`src/rtl/mtimer_pkg.sv`:
```
package mtimer_pkg;

  typedef enum logic [1:0] {
    MODE_HALT = 2'b00,
    MODE_UP   = 2'b01,
    MODE_FREE = 2'b10,
    MODE_UPDN = 2'b11
  } cnt_mode_e;

  typedef enum logic [1:0] {
    LEN_16 = 2'b00,
    LEN_12 = 2'b01,
    LEN_10 = 2'b10,
    LEN_8  = 2'b11
  } len_e;

  typedef enum logic {
    DIR_UP = 1'b0,
    DIR_DN = 1'b1
  } dir_e;

  // Number of counter bits for each length code
  function automatic int len_bits(len_e l);
    case (l)
      LEN_16:  return 16;
      LEN_12:  return 12;
      LEN_10:  return 10;
      default: return 8;
    endcase
  endfunction

endpackage

```
`src/rtl/tick_gen.sv`:
```
module tick_gen #(
  parameter int NSRC = 4,
  parameter int SELW = $clog2(NSRC),
  parameter int DIVW = 2
) (
  input  logic            clk,
  input  logic            rst,
  input  logic            clr,
  input  logic [NSRC-1:0] src_tick,
  input  logic [SELW-1:0] src_sel,
  input  logic [DIVW-1:0] div_sel,
  output logic            step
);
  // phase counter wide enough for the largest ratio 2**(2**DIVW - 1)
  localparam int PCW = (1 << DIVW) - 1;

  logic           sel_tick;
  logic [PCW-1:0] phase_q;
  logic [PCW-1:0] mask;

  assign sel_tick = src_tick[src_sel];

  always_comb begin
    mask = '0;
    for (int b = 0; b < PCW; b++) begin
      if (b < int'(div_sel)) mask[b] = 1'b1;
    end
  end

  always_ff @(posedge clk) begin
    if (rst || clr) begin
      phase_q <= '0;
    end else if (sel_tick) begin
      phase_q <= phase_q + PCW'(1);
    end
  end

  assign step = sel_tick && ((phase_q & mask) == mask);

  // phase moves only on a selected enable, whatever the settings do
  assert_phase_hold_R10: assert property (@(posedge clk) disable iff (rst)
    (!clr && !sel_tick) |=> $stable(phase_q));

  // clear strobe zeroes the prescaler phase
  assert_phase_clear_R1: assert property (@(posedge clk) disable iff (rst)
    clr |=> (phase_q == '0));

endmodule

```
`src/rtl/limit_dec.sv`:
```
module limit_dec
  import mtimer_pkg::*;
#(
  parameter int CW = 16
) (
  input  logic [1:0]    len_sel,
  input  logic [CW-1:0] cmp0,
  output logic [CW-1:0] lmax,
  output logic          cmp_big
);
  always_comb begin
    lmax = '0;
    for (int b = 0; b < CW; b++) begin
      if (b < len_bits(len_e'(len_sel))) lmax[b] = 1'b1;
    end
  end

  assign cmp_big = (cmp0 > lmax);

endmodule

```
`src/rtl/count_ctl.sv`:
```
module count_ctl
  import mtimer_pkg::*;
#(
  parameter int CW = 16
) (
  input  logic          clk,
  input  logic          rst,
  input  logic          clr,
  input  logic          step,
  input  logic [1:0]    mode,
  input  logic [CW-1:0] cmp0,
  input  logic [CW-1:0] lmax,
  input  logic          cmp_big,
  output logic [CW-1:0] count,
  output logic          eq_hit,
  output logic          zero_evt
);
  localparam logic [CW-1:0] ONE = CW'(1);

  cnt_mode_e     md;
  dir_e          dir_q, dir_n;
  logic [CW-1:0] cnt_q, cnt_n;
  logic          hit_n;
  logic [CW-1:0] up_lim;

  assign md     = cnt_mode_e'(mode);
  assign up_lim = cmp_big ? lmax : cmp0;

  always_comb begin
    cnt_n = cnt_q;
    dir_n = dir_q;
    hit_n = 1'b0;
    if (step) begin
      case (md)
        MODE_HALT: ;
        MODE_UP: begin
          dir_n = DIR_UP;
          if (cnt_q >= up_lim) begin
            cnt_n = '0;
            hit_n = 1'b1;
          end else begin
            cnt_n = cnt_q + ONE;
          end
        end
        MODE_FREE: begin
          dir_n = DIR_UP;
          if (cnt_q >= lmax) begin
            cnt_n = '0;
            hit_n = 1'b1;
          end else begin
            cnt_n = cnt_q + ONE;
          end
        end
        default: begin // up/down
          if (cmp_big) begin
            dir_n = DIR_UP;
            if (cnt_q >= lmax) begin
              cnt_n = '0;
              hit_n = 1'b1;
            end else begin
              cnt_n = cnt_q + ONE;
            end
          end else if (dir_q == DIR_UP && cnt_q < cmp0) begin
            cnt_n = cnt_q + ONE;
          end else if (dir_q == DIR_UP && cnt_q == '0) begin
            cnt_n = '0;        // compare value zero: stay at zero
          end else if (cnt_q <= ONE) begin
            cnt_n = '0;        // down slope reaches zero
            dir_n = DIR_UP;
            hit_n = 1'b1;
          end else begin
            cnt_n = cnt_q - ONE;
            dir_n = DIR_DN;
          end
        end
      endcase
    end
  end

  always_ff @(posedge clk) begin
    if (rst || clr) begin
      cnt_q  <= '0;
      dir_q  <= DIR_UP;
      eq_hit <= 1'b0;
    end else begin
      cnt_q  <= cnt_n;
      dir_q  <= dir_n;
      eq_hit <= step && (md != MODE_HALT) && (cnt_n == cmp0);
    end
  end

  assign count    = cnt_q;
  assign zero_evt = hit_n;

  // halted counter keeps its value
  assert_halt_hold_R2: assert property (@(posedge clk) disable iff (rst)
    (md == MODE_HALT && !clr) |=> $stable(cnt_q));

  // clear strobe empties counter and compare pulse
  assert_clear_R1: assert property (@(posedge clk) disable iff (rst)
    clr |=> (cnt_q == '0 && !eq_hit));

  // free-running count never exceeds the length maximum after a step
  assert_range_R5: assert property (@(posedge clk) disable iff (rst)
    (step && !clr && md == MODE_FREE) |=> (cnt_q <= $past(lmax)));

  // oversize compare in up/down mode never turns the count downward
  assert_no_turn_R7: assert property (@(posedge clk) disable iff (rst)
    (step && !clr && md == MODE_UPDN && cmp_big && cnt_q < lmax)
      |=> (cnt_q == $past(cnt_q) + ONE));

  // compare pulse only follows a step landing on the compare value
  assert_eq_src_R12: assert property (@(posedge clk) disable iff (rst)
    eq_hit |-> ($past(step) && cnt_q == $past(cmp0)));

endmodule

```
`src/rtl/mode_timer.sv`:
```
module mode_timer
  import mtimer_pkg::*;
#(
  parameter int CW   = 16,
  parameter int NSRC = 4,
  parameter int SELW = $clog2(NSRC),
  parameter int DIVW = 2
) (
  input  logic            clk,
  input  logic            rst,
  input  logic            clr,
  input  logic [NSRC-1:0] src_tick,
  input  logic [SELW-1:0] src_sel,
  input  logic [DIVW-1:0] div_sel,
  input  logic [1:0]      mode,
  input  logic [1:0]      len_sel,
  input  logic [CW-1:0]   cmp0,
  output logic [CW-1:0]   count,
  output logic            eq_hit,
  output logic            roll_irq
);
  logic          step;
  logic [CW-1:0] lmax;
  logic          cmp_big;
  logic          zero_evt;

  tick_gen #(.NSRC(NSRC), .SELW(SELW), .DIVW(DIVW)) u_tick (
    .clk      (clk),
    .rst      (rst),
    .clr      (clr),
    .src_tick (src_tick),
    .src_sel  (src_sel),
    .div_sel  (div_sel),
    .step     (step)
  );

  limit_dec #(.CW(CW)) u_lim (
    .len_sel (len_sel),
    .cmp0    (cmp0),
    .lmax    (lmax),
    .cmp_big (cmp_big)
  );

  count_ctl #(.CW(CW)) u_cnt (
    .clk      (clk),
    .rst      (rst),
    .clr      (clr),
    .step     (step),
    .mode     (mode),
    .cmp0     (cmp0),
    .lmax     (lmax),
    .cmp_big  (cmp_big),
    .count    (count),
    .eq_hit   (eq_hit),
    .zero_evt (zero_evt)
  );

  always_ff @(posedge clk) begin
    if (rst || clr) begin
      roll_irq <= 1'b0;
    end else if (zero_evt) begin
      roll_irq <= 1'b1;
    end
  end

  // flag is sticky until cleared
  assert_flag_sticky_R11: assert property (@(posedge clk) disable iff (rst)
    (roll_irq && !clr) |=> roll_irq);

  // clear strobe drops the flag
  assert_flag_clear_R1: assert property (@(posedge clk) disable iff (rst)
    clr |=> !roll_irq);

  // flag rises only after the count reached zero
  assert_flag_zero_R11: assert property (@(posedge clk) disable iff (rst)
    $rose(roll_irq) |-> (count == '0));

endmodule

```
`config.mk`:
```
export PLATFORM = sky130hd
export DESIGN_NAME = mode_timer
export DESIGN_NICKNAME = d
export VERILOG_FILES = /design/src/rtl/mtimer_pkg.sv /design/src/rtl/tick_gen.sv /design/src/rtl/limit_dec.sv /design/src/rtl/count_ctl.sv /design/src/rtl/mode_timer.sv
export SDC_FILE = /design/constraint.sdc
export NUM_CORES = 1
export LEC_CHECK = 0
export ABC_AREA = 1
export BUFFER_PORTS_ARGS = -buffer_cell sky130_fd_sc_hd__buf_4
export CELL_PAD_IN_SITES_DETAIL_PLACEMENT = 1
export CELL_PAD_IN_SITES_GLOBAL_PLACEMENT = 2
export CORE_MARGIN = 8
export CORE_UTILIZATION = 34
export CTS_BUF_LIST = sky130_fd_sc_hd__clkbuf_16
export CTS_CLUSTER_SIZE = 24
export DETAILED_ROUTE_END_ITERATION = 10
export PLACE_DENSITY = 0.88
export SLEW_MARGIN = 20
export SYNTH_ARGS = -nofsm -noshare
export SYNTH_HDL_FRONTEND = slang
export SYNTH_SLANG_ARGS = --single-unit
```
`constraint.sdc`:
```
create_clock -name clk -period 13.5 [get_ports clk]
set_input_delay 2.025 -clock clk [delete_from_list [all_inputs] [get_ports clk]]
set_output_delay 2.025 -clock clk [all_outputs]
set_load 0.005 [all_outputs]
```
==> flow_metrics.tcl, run 1 <==
set metrics [dict create \
    status "finished, final reports clean" \
    die-area_um2 15100 \
    multi_input_area_um2 2980 \
    cts_root_buf "clkbuf_16" \
    layout-drive-gt1-share_pct 13.0 \
    cts_resized 0 \
    crit_path_max_fanout 19 \
    synthTopCellsByArea "ha_1, nand2_1, dfxtp_1, inv_1, nor2_1" \
    rr_endpoint "u_cnt.eq_hit" \
    setup_viol 0 \
    endpoint_kind "flop" \
    async_flop_share_pct 0 \
    cts_tree "yes" \
    ios 49 \
    final.setup_skew_ns 0.00249 \
    yosysMostFrequentCell "nand2_1" \
    endpoint "u_cnt.eq_hit" \
    r2r_start "u_cnt.count[5]" \
    power.leakage_nw 2.43 \
    rsz0062_at_grt "false" \
    top_layer "met4" \
    syn-num-nets 741 \
    fp.dieW_um 123 \
    grt_first_pass_wirelength_mm 25.2 \
    drv_slew 0 \
    num_vias 4410 \
    setup_tns_ns 0 \
    drt-met1-wl_mm 7.34 \
    hold_path_class "reg2reg" \
    max_freq_mhz 142 \
    die_h_um 123 \
    clkLatencyLatePin_ns 0.27 \
    netlist_area_um2 3870 \
    num_antenna_cells 0 \
    synth-edff-count 0 \
    hold_viol 0 \
    max-vdd-ir-drop_uv 41.2 \
    worstPathRequired_ns 13.71 \
    min_period_ns 7.04 \
    clk_pin_slew_ns 0.07 \
    placed_cell_area_um2 4310 \
    start_util_pct 34.4 \
    cpPeakStageDelay_ns 0.44 \
    totalWireLength_mm 15.7 \
    drtAntennaViolNets 0 \
    syn2layout_area_growth_pct 13.9 \
    cap_violations 0 \
    dr_wl_met2_mm 7.29 \
    reg2reg_setup_slack_ns 10.18 \
    drt_iter0_drc 259 \
    cpMostUsedCell "nand2_1" \
    cp_slowest_cell "clkinv_1" \
    coreArea_um2 11300 \
    grtUsageTotal_pct 21.5 \
    p_per_area_nw_per_um2 59.9 \
    synth_top_cell_area_share_pct 19.7 \
    remaining_drc_errors 0 \
    grt_max_degree 26 \
    row_count 39 \
    vias_per_cell 5.31 \
    synth_top_area_cell "ha_1" \
    nNetsFinal 780 \
    slew_headroom_pct 36.5 \
    hpwl_mm 12.8 \
    antenna_found_initial 0 \
    cts_setup_buffers 0 \
    wl_per_cell_um 18.9 \
    syn_area_per_cell_um2 5.97 \
    synth_ff_type "dfxtp_1" \
    seq_area_um2 440 \
    synthTopCellsByCount "nand2_1, inv_1, nor2_1" \
    grt_pass1_vias 4742 \
    ys_seq_area_share_pct 11.4 \
    synthCells 649 \
    dr.pass1.iters 4 \
    ff2ff_path_depth 18 \
    finish.instance_area_um2 4420 \
    synth_warnings 0 \
    gp_congestion 0.910 \
    ys_ff_latch 22 \
    start_kind "primary input" \
    worst_slew_pin_slew_ns 0.950 \
    grt-ovfl-total 0 \
    cts_hold_buf 0 \
    critical_path_class "in2reg" \
    synth.distinct_cells 44 \
    numCtsBuffers 3 \
    clkSinkCount 22 \
    wl_met3_um 635 \
    clk_path_buf_depth 2 \
    portBuffers 48 \
    finalCritPeriodShare_pct 52.1 \
    fillers 1559 \
    crit_start "len_sel[0]" \
    htreeDepth 1 \
    critical_path_arrival_ns 7.25 \
]
==> cell families after synthesis <==
family                     count (synthesis)  synth area share, %
buffers and inverters                    107                 11.7
adders and majority gates                 61                 19.7
xor gates and xnor gates                  20                 4.52
AOI/OAI and AO/OA                         92                 13.1
DFF                                       22                 11.4
and+or+nand+nor                          347                 39.6
==> stage by stage <==
| stage | hold WS [ns] | setup slack (ns) | util (%) | power, W | std cells |
|---|---|---|---|---|---|
| global route | 0.507 | 5.89 | 39.2 | 0.000283 | 830 |
| detailed placement | 0.465 | 6.28 | 38.2 | 0.000176 | 826 |
| global placement | 0.457 | 6.50 | 38.2 | 0.000172 | 826 |
| floorplan | 0.443 | 7.77 | - | 0.000141 | 649 |
| finish | 0.473 | 6.46 | 39.2 | 0.000265 | 830 |
| CTS | 0.483 | 6.55 | 39.2 | 0.000265 | 830 |
==> worst min-delay path by stage <==
stage,cells after the start,end,start
5_1_grt,2,u_tick.phase_q[2],u_tick.phase_q[2]
2_1_floorplan,2,u_tick.phase_q[2],u_tick.phase_q[2]
3_5_place_dp,2,roll_irq,roll_irq
6_report,2,roll_irq,roll_irq
3_3_place_gp,2,roll_irq,roll_irq
4_1_cts,2,roll_irq,roll_irq
==> state kept, by name, indices dropped and copies added (netlist names) <==
signal          flops
u_tick.phase_q      3
u_cnt.count        16
roll_irq            1
u_cnt.dir_q         1
u_cnt.eq_hit        1
==> area by class of cell <==
class / count / area share, %
clock buffer: 3 / 1.70
clock inverter: 1 / 0.680
inverter: 93 / 7.93
multi-input combinational: 520 / 67.5
sequential: 22 / 9.97
tap: 143 / 4.05
timing repair buffer: 48 / 8.16
==> critical path, delay by kind of cell <==
family | cells | cell delay (ns)
simple gates | 22 | 2.70
compound gates | 5 | 1.02
buf+inv | 4 | 0.76
fa+ha+maj | 3 | 0.73
==> report_power, final <==
part	switching [W]	internal (W)	total [W]
Sequential	0.00000399	0.0000660	0.0000700
Clock	0.0000302	0.0000592	0.0000894
Combinational	0.0000683	0.0000368	0.000105
==> layout by cell type, fill, tap and decap left out, types with 3 or more instances in the layout <==
cell type	count
buf_4	48
nor2_2	10
clkbuf_16	3
nor2_1	65
nand2_1	179
ha_1	61
nand3_1	47
nand4_1	10
nand2_2	7
xor2_1	19
dfxtp_1	22
nor3_1	13
o21ai_0	33
inv_1	87
a21oi_1	40
or2_2	3
a31oi_1	3
nand2_4	3
inv_2	4
o211ai_1	3
==> per-layer routing <==
| layer | vias up | global-route usage [%] |
|---|---|---|
| li1 | 2172 | - |
| met1 | 2109 | 27.1 |
| met2 | 101 | 36.5 |
| met3 | 28 | 3.13 |
| met4 | 0 | 7.54 |
| met5 | - | 0 |
No activity file was read; power rests on OpenSTA's default activity.
==> inputs of run 2 (changes only) <==
ABC_AREA = 0   (was 1)
CORE_UTILIZATION = 31   (was 34)
PLACE_DENSITY = 0.77   (was 0.88)
clock period = 6.35 ns   (was 13.5 ns; I/O delays follow)
==> flow_metrics.tcl, run 2 <==
set metrics [dict create \
    status "finished, final reports clean" \
    hp-start "roll_irq" \
    largest_register_ffs 16 \
    row_count 40 \
    portBuffers 48 \
    clk_pin_slew_ns 0.07 \
    vias_per_cell 6.46 \
    endpoint_kind "flop" \
    die-area_um2 16100 \
    cts_tree "yes" \
    min_period_ns 5.97 \
    cap_violations 0 \
    drt_iter0_drc 399 \
    async_flop_share_pct 0 \
    synthTopCellsByCount "ha_1, nand2_1, a21oi_1" \
    hpwl_mm 13.6 \
    cp_cell_sequence "buf_4 -> inv_1 -> ha_1 -> mux2i_2 -> ha_1 -> nand2_1 -> o21ai_0 -> or3b_2 -> a22o_1 -> nor2_1 -> a21oi_1 -> ha_1 -> nand4_1 -> o311a_1 -> nand3_1 -> and2_1 -> a21oi_2 -> buf_4 -> a31oi_1 -> o221ai_1 -> nor4_1 -> nand4_1 -> nor4_2" \
    gp_congestion 0.976 \
    reg2reg_setup_slack_ns 2.00 \
    slew_headroom_pct 39.2 \
    max_freq_mhz 168 \
    power.leakage_nw 1.90 \
    coreArea_um2 12000 \
    synth.distinct_cells 74 \
    cpMostUsedCell "ha_1" \
    syn2layout_area_growth_pct 14.6 \
    synth_top_cell_area_share_pct 20.0 \
    synth_warnings 0 \
    antenna_found_initial 0 \
    clkSinkCount 22 \
    synth_ff_type "dfxtp_1" \
    grtUsageTotal_pct 21.0 \
    syn_area_per_cell_um2 7.60 \
    setup_tns_ns 0 \
    ios 49 \
    ys_ff_latch 22 \
    fp.dieW_um 127 \
    crit_path_max_fanout 9 \
    r2r_start "u_cnt.count[12]" \
    clk_path_buf_depth 2 \
    placed_cell_area_um2 4290 \
    hold_depth 2 \
    die_h_um 127 \
    critical_path_class "in2reg" \
    cts_resized 0 \
    start_util_pct 31.8 \
    synth_top_area_cell "ha_1" \
    num_antenna_cells 0 \
    cp_slowest_cell "or3b_2" \
    drtAntennaViolNets 0 \
    final_cell_mix "ha_1, buf_4, nand2_1" \
    drv_slew 0 \
    clkLatencyLatePin_ns 0.27 \
    hold_viol 0 \
    final_core_util_pct 36.5 \
    grt_pass1_vias 4570 \
    synthTopCellsByArea "ha_1, dfxtp_1, a21oi_1, nand2_1, nor2_1" \
    holdWs_ns 0.484 \
    max-vdd-ir-drop_uv 81.5 \
    cts_setup_buffers 0 \
    netlist_area_um2 3820 \
    remaining_drc_errors 0 \
    setup_viol 0 \
    finalCritPeriodShare_pct 94.0 \
    ff2ff_path_depth 14 \
    final.setup_skew_ns 0.00739 \
    worst_slack_ns 0.383 \
    synthCells 503 \
    nNetsFinal 631 \
    grt_first_pass_wirelength_mm 26.5 \
    start_kind "primary input" \
    worst_slew_pin_slew_ns 0.886 \
    dr.pass1.iters 6 \
    grt-ovfl-total 0 \
    layout-drive-gt1-share_pct 16.4 \
    cpPeakStageDelay_ns 0.48 \
    hold_path_class "reg2reg" \
    layout_commonest_cell "ha_1" \
    worstPathRequired_ns 6.53 \
    grt_max_degree 26 \
    totalWireLength_mm 17.2 \
    yosysMostFrequentCell "ha_1" \
    ys_seq_area_share_pct 11.5 \
    p_per_area_nw_per_um2 102 \
    syn-num-nets 595 \
    cts_root_buf "clkbuf_16" \
    htreeDepth 1 \
    numCtsBuffers 3 \
    dp_slack_ns -0.0447 \
    finish.instance_area_um2 4380 \
    crit_start "len_sel[1]" \
    rsz0062_at_grt "false" \
    num_vias 4420 \
    cts_hold_buf 0 \
    synth-edff-count 0 \
    wl_per_cell_um 25.2 \
    critical_path_arrival_ns 6.15 \
]
run 2: cell count changes in the layout (fill, tap and decap cells not counted), sizes merged, moves of 9 or more:
| cell | change |
|---|---|
| and3 | +9 |
| inv | -62 |
| nand3 | -39 |
| xnor2 | +11 |
| o21ai | -12 |
| xor2 | -17 |
| nor2 | -39 |
| o211ai | +9 |
| nand2 | -143 |
| nor4 | +12 |
run 2: area by class of cell:
type | count | area (µm²)
clock buffers | 3 | 75.1
fillers | 1503 | 7630
inverters | 29 | 109
multi-input cells | 428 | 3160
flip-flops and latches | 22 | 440
well taps | 147 | 184
repair buffers | 55 | 417
run 2: through the flow:
stage	power (W)	std cells
2_1_floorplan	0.000241	503
3_3_place_gp	0.000297	681
3_5_place_dp	0.000302	681
4_1_cts	0.000445	684
5_1_grt	0.000466	684
6_report	0.000447	684
run 2: metal layers:
layer  global-route usage [%]  part of all wire (%)  routed length (µm)
met5                        0                     0                   0
met4                     9.31                   4.4                 757
met3                     2.33                   6.6                1130
met2                     36.2                    47                8030
met1                     25.8                    42                7290
run 2: where the power goes:
group / internal, W / switching [W] / leakage [nW]
Sequential: 0.000139 / 0.00000101 / 0.177
Combinational: 0.0000617 / 0.000101 / 1.68
Clock: 0.0000838 / 0.0000606 / 0.0370
run 2: cells by family (layout without fill, tap and decap cells):
kind of cell,after synthesis,count (layout),share of synthesized area (%)
XOR/XNOR,14,14,3.21
AND/OR/NAND/NOR,179,179,25.6
multiplexers,6,6,1.96
flip-flops,22,22,11.5
adder cells (fa/ha/maj),61,61,20.0
AO/OA/AOI/OAI,168,168,31.4
buffers and inverters,53,87,6.32
run 2: path summary, 6_finish.rpt:
| kind | endpoint |
|---|---|
| min reg2reg | roll_irq |
| max reg2reg | u_cnt.eq_hit |
| min | roll_irq |
| max | u_cnt.eq_hit |
run 2: worst max-delay path: cells and delay by family:
| family | cells | cell delay [ns] |
|---|---|---|
| AOI/OAI and AO/OA | 7 | 1.57 |
| buffers and inverters | 3 | 0.43 |
| muxes | 1 | 0.37 |
| adders and majority gates | 3 | 0.73 |
| and+or+nand+nor | 9 | 2.07 |
